==> config.mk <==
export PLATFORM = sky130hd
export DESIGN_NAME = os_cfar_det
export DESIGN_NICKNAME = d
export VERILOG_FILES = /design/src/rtl/cfar_pkg.sv /design/src/rtl/cfar_window.sv /design/src/rtl/cfar_max_stage.sv /design/src/rtl/cfar_decide.sv /design/src/rtl/os_cfar_det.sv
export SDC_FILE = /design/constraint.sdc
export NUM_CORES = 2
export LEC_CHECK = 0
export BUFFER_PORTS_ARGS = -buffer_cell sky130_fd_sc_hd__buf_2
export CELL_PAD_IN_SITES_DETAIL_PLACEMENT = 1
export CELL_PAD_IN_SITES_GLOBAL_PLACEMENT = 1
export CORE_MARGIN = 5
export CORE_UTILIZATION = 30
export DETAILED_ROUTE_END_ITERATION = 16
export GPL_ROUTABILITY_DRIVEN = 0
export MAX_ROUTING_LAYER = met4
export PLACE_DENSITY_LB_ADDON = 0.1
export SYNTH_ARGS = -nofsm -noshare
export SYNTH_HDL_FRONTEND = slang
export SYNTH_SLANG_ARGS = --single-unit
export TNS_END_PERCENT = 100
==> constraint.sdc <==
create_clock -name clk_i -period 38.5 [get_ports clk_i]
set_clock_uncertainty 0.05 [all_clocks]
set_input_delay 1.925 -clock clk_i [delete_from_list [all_inputs] [get_ports clk_i]]
set_output_delay 1.925 -clock clk_i [all_outputs]
set_load 0.03 [all_outputs]
==> src/rtl/cfar_pkg.sv <==
package cfar_pkg;
  localparam int unsigned DATA_W_DEF = 12;
  localparam int unsigned N_SIDE_DEF = 8;
  localparam int unsigned N_GUARD_DEF = 1;
  localparam int unsigned K_DEF = 12;
  localparam int unsigned TOS_W_DEF = 8;
  localparam int unsigned TOS_F_DEF = 4;
  localparam int unsigned IDX_W_DEF = 10;

  function automatic int unsigned win_len(int unsigned lag, int unsigned lead, int unsigned guard);
    return lag + lead + 2 * guard + 1;
  endfunction
endpackage

==> src/rtl/cfar_window.sv <==
module cfar_window #(
  parameter int unsigned DW     = 12,
  parameter int unsigned N_LAG  = 8,
  parameter int unsigned N_LEAD = 8,
  parameter int unsigned N_G    = 1,
  parameter int unsigned IDXW   = 10,
  localparam int unsigned NREF  = N_LAG + N_LEAD
) (
  input  logic                      clk_i,
  input  logic                      rst_ni,
  input  logic                      valid_i,
  input  logic                      sweep_i,
  input  logic [DW-1:0]             data_i,
  output logic                      vld_o,
  output logic [NREF-1:0][DW-1:0]   ref_o,
  output logic [DW-1:0]             cut_o,
  output logic [IDXW-1:0]           idx_o
);
  localparam int unsigned W       = cfar_pkg::win_len(N_LAG, N_LEAD, N_G);
  localparam int unsigned CUT_POS = N_LAG + N_G;
  localparam int unsigned CW      = $clog2(W + 1);
  localparam logic [CW-1:0] W_C   = CW'(W);

  // cell 0 holds the newest sample (highest range)
  logic [W-1:0][DW-1:0] win_q;
  logic [CW-1:0]        cnt_q, cnt_nxt;
  logic [IDXW-1:0]      nidx_q;
  logic                 vld_q;

  always_comb begin
    if (sweep_i)          cnt_nxt = CW'(1);
    else if (cnt_q == W_C) cnt_nxt = cnt_q;
    else                  cnt_nxt = cnt_q + CW'(1);
  end

  always_ff @(posedge clk_i or negedge rst_ni) begin
    if (!rst_ni) begin
      win_q  <= '0;
      cnt_q  <= '0;
      nidx_q <= '0;
      vld_q  <= 1'b0;
    end else begin
      vld_q <= valid_i && (cnt_nxt == W_C);
      if (valid_i) begin
        cnt_q <= cnt_nxt;
        if (sweep_i) begin
          win_q    <= '0;
          win_q[0] <= data_i;
          nidx_q   <= '0;
        end else begin
          win_q  <= {win_q[W-2:0], data_i};
          nidx_q <= nidx_q + IDXW'(1);
        end
      end
    end
  end

  for (genvar j = 0; j < N_LAG; j++) begin : g_lag
    assign ref_o[j] = win_q[j];
  end
  for (genvar j = 0; j < N_LEAD; j++) begin : g_lead
    assign ref_o[N_LAG+j] = win_q[CUT_POS+N_G+1+j];
  end

  assign cut_o = win_q[CUT_POS];
  assign idx_o = nidx_q - IDXW'(CUT_POS);
  assign vld_o = vld_q;

  AST_SWEEP_CLEARS: assert property (@(posedge clk_i) disable iff (!rst_ni)
    $past(valid_i && sweep_i) |-> (win_q[W-1:1] == '0) && (cnt_q == CW'(1)));

  AST_VLD_FULL: assert property (@(posedge clk_i) disable iff (!rst_ni)
    vld_q |-> (cnt_q == W_C));
endmodule

==> src/rtl/cfar_max_stage.sv <==
module cfar_max_stage #(
  parameter int unsigned DW   = 12,
  parameter int unsigned N    = 16,
  parameter int unsigned IDXW = 10
) (
  input  logic                   clk_i,
  input  logic                   rst_ni,
  input  logic                   vld_i,
  input  logic [N-1:0][DW-1:0]   ref_i,
  input  logic [DW-1:0]          cut_i,
  input  logic [IDXW-1:0]        idx_i,
  output logic                   vld_o,
  output logic [N-1:0][DW-1:0]   ref_o,
  output logic [DW-1:0]          max_o,
  output logic [DW-1:0]          cut_o,
  output logic [IDXW-1:0]        idx_o
);
  localparam int unsigned PSW = (N > 1) ? $clog2(N) : 1;
  localparam int unsigned ZCW = $clog2(N + 1);

  logic [DW-1:0]        best;
  logic [PSW-1:0]       pos;
  logic [N-1:0][DW-1:0] cleared;

  // strict compare: lowest position keeps a tie
  always_comb begin
    best = ref_i[0];
    pos  = '0;
    for (int j = 1; j < N; j++) begin
      if (ref_i[j] > best) begin
        best = ref_i[j];
        pos  = PSW'(j);
      end
    end
    cleared      = ref_i;
    cleared[pos] = '0;
  end

  always_ff @(posedge clk_i or negedge rst_ni) begin
    if (!rst_ni) begin
      vld_o <= 1'b0;
      ref_o <= '0;
      max_o <= '0;
      cut_o <= '0;
      idx_o <= '0;
    end else begin
      vld_o <= vld_i;
      ref_o <= cleared;
      max_o <= best;
      cut_o <= cut_i;
      idx_o <= idx_i;
    end
  end

  logic [ZCW-1:0] zin, zout;
  logic           above;
  always_comb begin
    zin   = '0;
    zout  = '0;
    above = 1'b0;
    for (int j = 0; j < N; j++) begin
      zin  = zin + ZCW'(ref_i[j] == '0);
      zout = zout + ZCW'(ref_o[j] == '0);
      if (ref_o[j] > max_o) above = 1'b1;
    end
  end

  AST_ONE_CLEARED: assert property (@(posedge clk_i) disable iff (!rst_ni)
    (max_o != '0) |-> (zout == $past(zin) + ZCW'(1)));

  AST_MAX_DOMINATES: assert property (@(posedge clk_i) disable iff (!rst_ni)
    vld_o |-> !above);
endmodule

==> src/rtl/cfar_decide.sv <==
module cfar_decide #(
  parameter int unsigned DW   = 12,
  parameter int unsigned TW   = 8,
  parameter int unsigned TF   = 4,
  parameter int unsigned IDXW = 10,
  localparam int unsigned PW  = DW + TW
) (
  input  logic             clk_i,
  input  logic             rst_ni,
  input  logic             vld_i,
  input  logic [DW-1:0]    z_i,
  input  logic [DW-1:0]    cut_i,
  input  logic [IDXW-1:0]  idx_i,
  input  logic [TW-1:0]    tos_i,
  output logic             vld_o,
  output logic             det_o,
  output logic [IDXW-1:0]  idx_o,
  output logic [PW-1:0]    thr_o
);
  localparam logic [TW-1:0] ONE = TW'(1) << TF;

  logic            vld1_q;
  logic [PW-1:0]   thr1_q;
  logic [DW-1:0]   cut1_q;
  logic [IDXW-1:0] idx1_q;
  logic [PW-1:0]   cut_scaled;

  assign cut_scaled = PW'({cut1_q, {TF{1'b0}}});

  always_ff @(posedge clk_i or negedge rst_ni) begin
    if (!rst_ni) begin
      vld1_q <= 1'b0;
      thr1_q <= '0;
      cut1_q <= '0;
      idx1_q <= '0;
      vld_o  <= 1'b0;
      det_o  <= 1'b0;
      idx_o  <= '0;
      thr_o  <= '0;
    end else begin
      vld1_q <= vld_i;
      thr1_q <= PW'(z_i) * PW'(tos_i);
      cut1_q <= cut_i;
      idx1_q <= idx_i;
      vld_o  <= vld1_q;
      det_o  <= vld1_q && (cut_scaled > thr1_q);
      idx_o  <= idx1_q;
      thr_o  <= thr1_q;
    end
  end

  AST_DET_VALID: assert property (@(posedge clk_i) disable iff (!rst_ni)
    det_o |-> vld_o);

  AST_NO_OVERFLOW: assert property (@(posedge clk_i) disable iff (!rst_ni)
    ($past(vld_i) && ($past(tos_i) >= ONE)) |-> (thr1_q >= PW'($past(z_i))));
endmodule

==> src/rtl/os_cfar_det.sv <==
module os_cfar_det #(
  parameter int unsigned DATA_W  = cfar_pkg::DATA_W_DEF,
  parameter int unsigned N_LAG   = cfar_pkg::N_SIDE_DEF,
  parameter int unsigned N_LEAD  = cfar_pkg::N_SIDE_DEF,
  parameter int unsigned N_GUARD = cfar_pkg::N_GUARD_DEF,
  parameter int unsigned K_RANK  = cfar_pkg::K_DEF,
  parameter int unsigned TOS_W   = cfar_pkg::TOS_W_DEF,
  parameter int unsigned TOS_F   = cfar_pkg::TOS_F_DEF,
  parameter int unsigned IDX_W   = cfar_pkg::IDX_W_DEF,
  localparam int unsigned THR_W  = DATA_W + TOS_W
) (
  input  logic              clk_i,
  input  logic              rst_ni,
  input  logic              valid_i,
  input  logic              sweep_i,
  input  logic [DATA_W-1:0] data_i,
  input  logic [TOS_W-1:0]  tos_i,
  output logic              valid_o,
  output logic              det_o,
  output logic [IDX_W-1:0]  idx_o,
  output logic [THR_W-1:0]  thr_o
);
  localparam int unsigned NREF   = N_LAG + N_LEAD;
  localparam int unsigned PASSES = NREF - K_RANK + 1;
  localparam int unsigned FIRST  = N_LEAD + N_GUARD;

  logic [PASSES:0]                         st_vld;
  logic [PASSES:0][NREF-1:0][DATA_W-1:0]   st_ref;
  logic [PASSES:0][DATA_W-1:0]             st_cut;
  logic [PASSES:0][IDX_W-1:0]              st_idx;
  logic [PASSES-1:0][DATA_W-1:0]           st_max;

  cfar_window #(
    .DW(DATA_W), .N_LAG(N_LAG), .N_LEAD(N_LEAD), .N_G(N_GUARD), .IDXW(IDX_W)
  ) u_win (
    .clk_i(clk_i), .rst_ni(rst_ni), .valid_i(valid_i), .sweep_i(sweep_i),
    .data_i(data_i), .vld_o(st_vld[0]), .ref_o(st_ref[0]), .cut_o(st_cut[0]),
    .idx_o(st_idx[0])
  );

  for (genvar s = 0; s < PASSES; s++) begin : g_pass
    cfar_max_stage #(.DW(DATA_W), .N(NREF), .IDXW(IDX_W)) u_stage (
      .clk_i(clk_i), .rst_ni(rst_ni),
      .vld_i(st_vld[s]), .ref_i(st_ref[s]), .cut_i(st_cut[s]), .idx_i(st_idx[s]),
      .vld_o(st_vld[s+1]), .ref_o(st_ref[s+1]), .max_o(st_max[s]),
      .cut_o(st_cut[s+1]), .idx_o(st_idx[s+1])
    );
  end

  cfar_decide #(.DW(DATA_W), .TW(TOS_W), .TF(TOS_F), .IDXW(IDX_W)) u_dec (
    .clk_i(clk_i), .rst_ni(rst_ni), .vld_i(st_vld[PASSES]),
    .z_i(st_max[PASSES-1]), .cut_i(st_cut[PASSES]), .idx_i(st_idx[PASSES]),
    .tos_i(tos_i), .vld_o(valid_o), .det_o(det_o), .idx_o(idx_o), .thr_o(thr_o)
  );

  logic rest_above;
  always_comb begin
    rest_above = 1'b0;
    for (int j = 0; j < NREF; j++)
      if (st_ref[PASSES][j] > st_max[PASSES-1]) rest_above = 1'b1;
  end

  AST_Z_IS_RANK: assert property (@(posedge clk_i) disable iff (!rst_ni)
    st_vld[PASSES] |-> !rest_above);

  AST_FIRST_IDX: assert property (@(posedge clk_i) disable iff (!rst_ni)
    valid_o |-> (idx_o >= IDX_W'(FIRST)));
endmodule

==> reports/qor.yml <==
cells_and_area:
  area_growth_pct: 14.5
  multi_input_area_um2: 44600
  layout.cells.non_filler: 12100
  final_cell_mix: "dfrtp_1 (1,214), ha_1 (907), inv_1 (896)"
  final.fill_count: 29500
  nNetsFinal: 9412
  drive_gt1_share_pct: 12.3
  regArea_um2: 30400
  final_common_cell: "dfrtp_1"
  final_util_pct: 34.5
worst_setup_path:
  crit_arrival_ps: 36700
  cp_top_family: "compound AO/OA/AOI/OAI gates"
  start_kind: "flip-flop"
  worst-path-buf-inv: 15
  required_ps: 39080
  end_kind: "flip-flop"
  crit_slowest_cell: "or4b_1"
  critical_path_class: "reg2reg"
  cp_max_fo: 33
  crit_top_cell: "a21o_1"
  slowest_delay_ps: 690
drt:
  dr.first_iter.drc_count: 2826
  drt-total-wl_mm: 263
  drc: 0
  wl_per_cell_um: 21.8
  via_per_inst: 5.01
  dr.pass1.iters: 6
  routed-via-count: 60400
  detail-route-antenna-nets: 0
clocking:
  insertion_delay_ps: 830
  cts_num_sinks: 1214
  cts_tree: "done"
  cts.reportedPaths.clkPinSlew_ps: 60
  htreeDepth: 4
  root_buffer: "clkbuf_16"
  numCtsBuffers: 147
  cts_buffer_depth: 3
status:
  outcome: "finished, final reports clean"
floorplanning:
  rows: 188
  core_area_um2: 262000
  die_h_um: 523
  chipWidth_um: 523
  io_pins: 56
  fp.dieArea_um2: 274000
  initial_core_util_pct: 30.1
timing:
  fin_hold_ws_ps: 291
  timing.fmax_mhz: 27.7
  period_needed_ps: 36120
  fin_crit_sh_pct: 93.8
  slew_headroom_pct: 14.0
  worst_pin_slew_ps: 1290
  hold_viol_final: 0
  slew_violations: 0
  setup_viol: 0
  fin_setup_tns_ps: 0
synth:
  syn_area_per_cell_um2: 9.57
  syn_nets: 9255
  synth_flop_cell: "dfrtp_1"
  yosysSeqAreaShare_pct: 38.4
  ys_warn_count: 0
  synth_edf_count: 0
  async_flop_share_pct: 100
  yosysUniqueCellTypes: 107
  synth_area_um2: 79100
  syn_inst: 8264
  ys_ff_latch: 1214
global_route:
  grt_overflow: 0
  grt_start_max_net_pins: 135
  grt_use_total_pct: 19.5
  grt_pass1_wl_mm: 401
  antenna_found_initial: 15
  grt_pass1_vias: 64800
placement:
  io_buffer_count: 55
  place_hpwl_mm: 212
  dp.cells: 11800
hold_path:
  hold_class: "reg2reg"
job:
  maxCapViolations: 0
-- worst register-to-register path, delay by kind of cell, from the launching register on --
kind,cells,cell delay (ps)
compound gates,87,17860
fa+ha+maj,15,4410
buf+inv,15,2240
flops,1,370
mux,9,2510
simple gates,48,8480
-- through the flow --
step,setup slack [ps],area (µm²)
after floorplan,3290,79100
after global placement,-1390,84500
after detailed placement,-2040,84500
after CTS,36.6,89800
after global routing,-25.8,90500
final,2380,90500
-- routing by layer --
layer | part of all wire [%] | track usage (%)
met1 | 50 | 27.4
met2 | 45 | 30.5
met3 | 2.2 | 1.80
met4 | 2.4 | 4.62
met5 | 0 | -
-- area by class of cell --
class	instances	share of cell area (%)
tap	3515	4.86
clock buffer	190	4.51
timing repair buffer	336	2.75
clock inverter	75	1.29
antenna	1	0.00277
sequential	1214	33.6
inverter	897	3.72
multi-input combinational	5825	49.3
-- cell usage after synthesis, drive strengths merged, types with 74 or more instances --
cell       n  area share [%]
nor3     123            0.81
mux2i    257             3.3
dfrtp   1214              38
mux2     236             3.4
nor2     470             2.2
and2     392             3.1
ha       907              14
o21ai    549             3.5
inv      897             4.3
a21oi    400             2.5
nor2b    360             2.8
nand3    125            0.80
a31oi     74            0.60
a21o     251             2.4
nand2    275             1.3
clkbuf   268             1.3
nand3b   244             2.3
nand4    132             1.0
nand2b   108            0.85
-- worst paths after layout --
path | startpoint | endpoint | slack (ps) | cells past startpoint
max in group asynchronous | rst_ni | u_win.ref_o[144] | 32160 | 7
hold reg to reg | g_pass[1].u_stage.idx_o[2] | g_pass[2].u_stage.idx_o[2] | 290 | 0
setup / recovery | g_pass[0].u_stage.ref_o[9] | g_pass[1].u_stage.ref_o[8] | 2380 | 174
hold / removal | g_pass[1].u_stage.idx_o[2] | g_pass[2].u_stage.idx_o[2] | 290 | 0
setup reg to reg | g_pass[0].u_stage.ref_o[9] | g_pass[1].u_stage.ref_o[8] | 2380 | 174
min in group asynchronous | rst_ni | g_pass[3].u_stage.ref_o[17] | 990 | 1
-- state kept, by name, indices dropped and copies added, names as in the netlist --
signal                flops
u_dec.vld_o               1
u_dec.idx_o              10
u_win.cnt_q               5
u_win.vld_o               1
u_win.cut_o              12
g_pass.u_stage.vld_o      5
u_dec.det_o               1
g_pass.u_stage.ref_o    768
u_dec.thr1_q             20
u_win.nidx_q             10
g_pass.u_stage.max_o     12
u_win.ref_o             192
u_dec.vld1_q              1
u_dec.thr_o              20
u_dec.cut1_q             12
g_pass.u_stage.cut_o     60
u_dec.idx1_q             10
u_win.win_q              24
g_pass.u_stage.idx_o     50
-- repair_timing --
| item | CTS | global route |
|---|---|---|
| gates cloned | 0 | 4 |
| pin swaps | 0 | 10 |
| endpoints found under the hold margin | 0 | 0 |
| setup endpoints to repair | 192 | 744 |
| resized for setup | 18 | 90 |
| hold buffers | 0 | 0 |
| buffers inserted | 0 | 30 |
-- kinds of logic (layout without fill, tap and decap cells) --
family	after synthesis	count (layout)	synth area share [%]
AND/OR/NAND/NOR	2479	2480	17.7
XOR/XNOR	49	49	0.543
flip-flops	1214	1214	38.4
buffers and inverters	1229	1498	5.94
AO/OA/AOI/OAI	1831	1834	14.9
multiplexers	493	493	6.62
adder cells (fa/ha/maj)	969	969	15.9
other	0	1	0
Power is not shown: default switching activity piles up to over one toggle a cycle in this logic, so the estimate is an artifact.
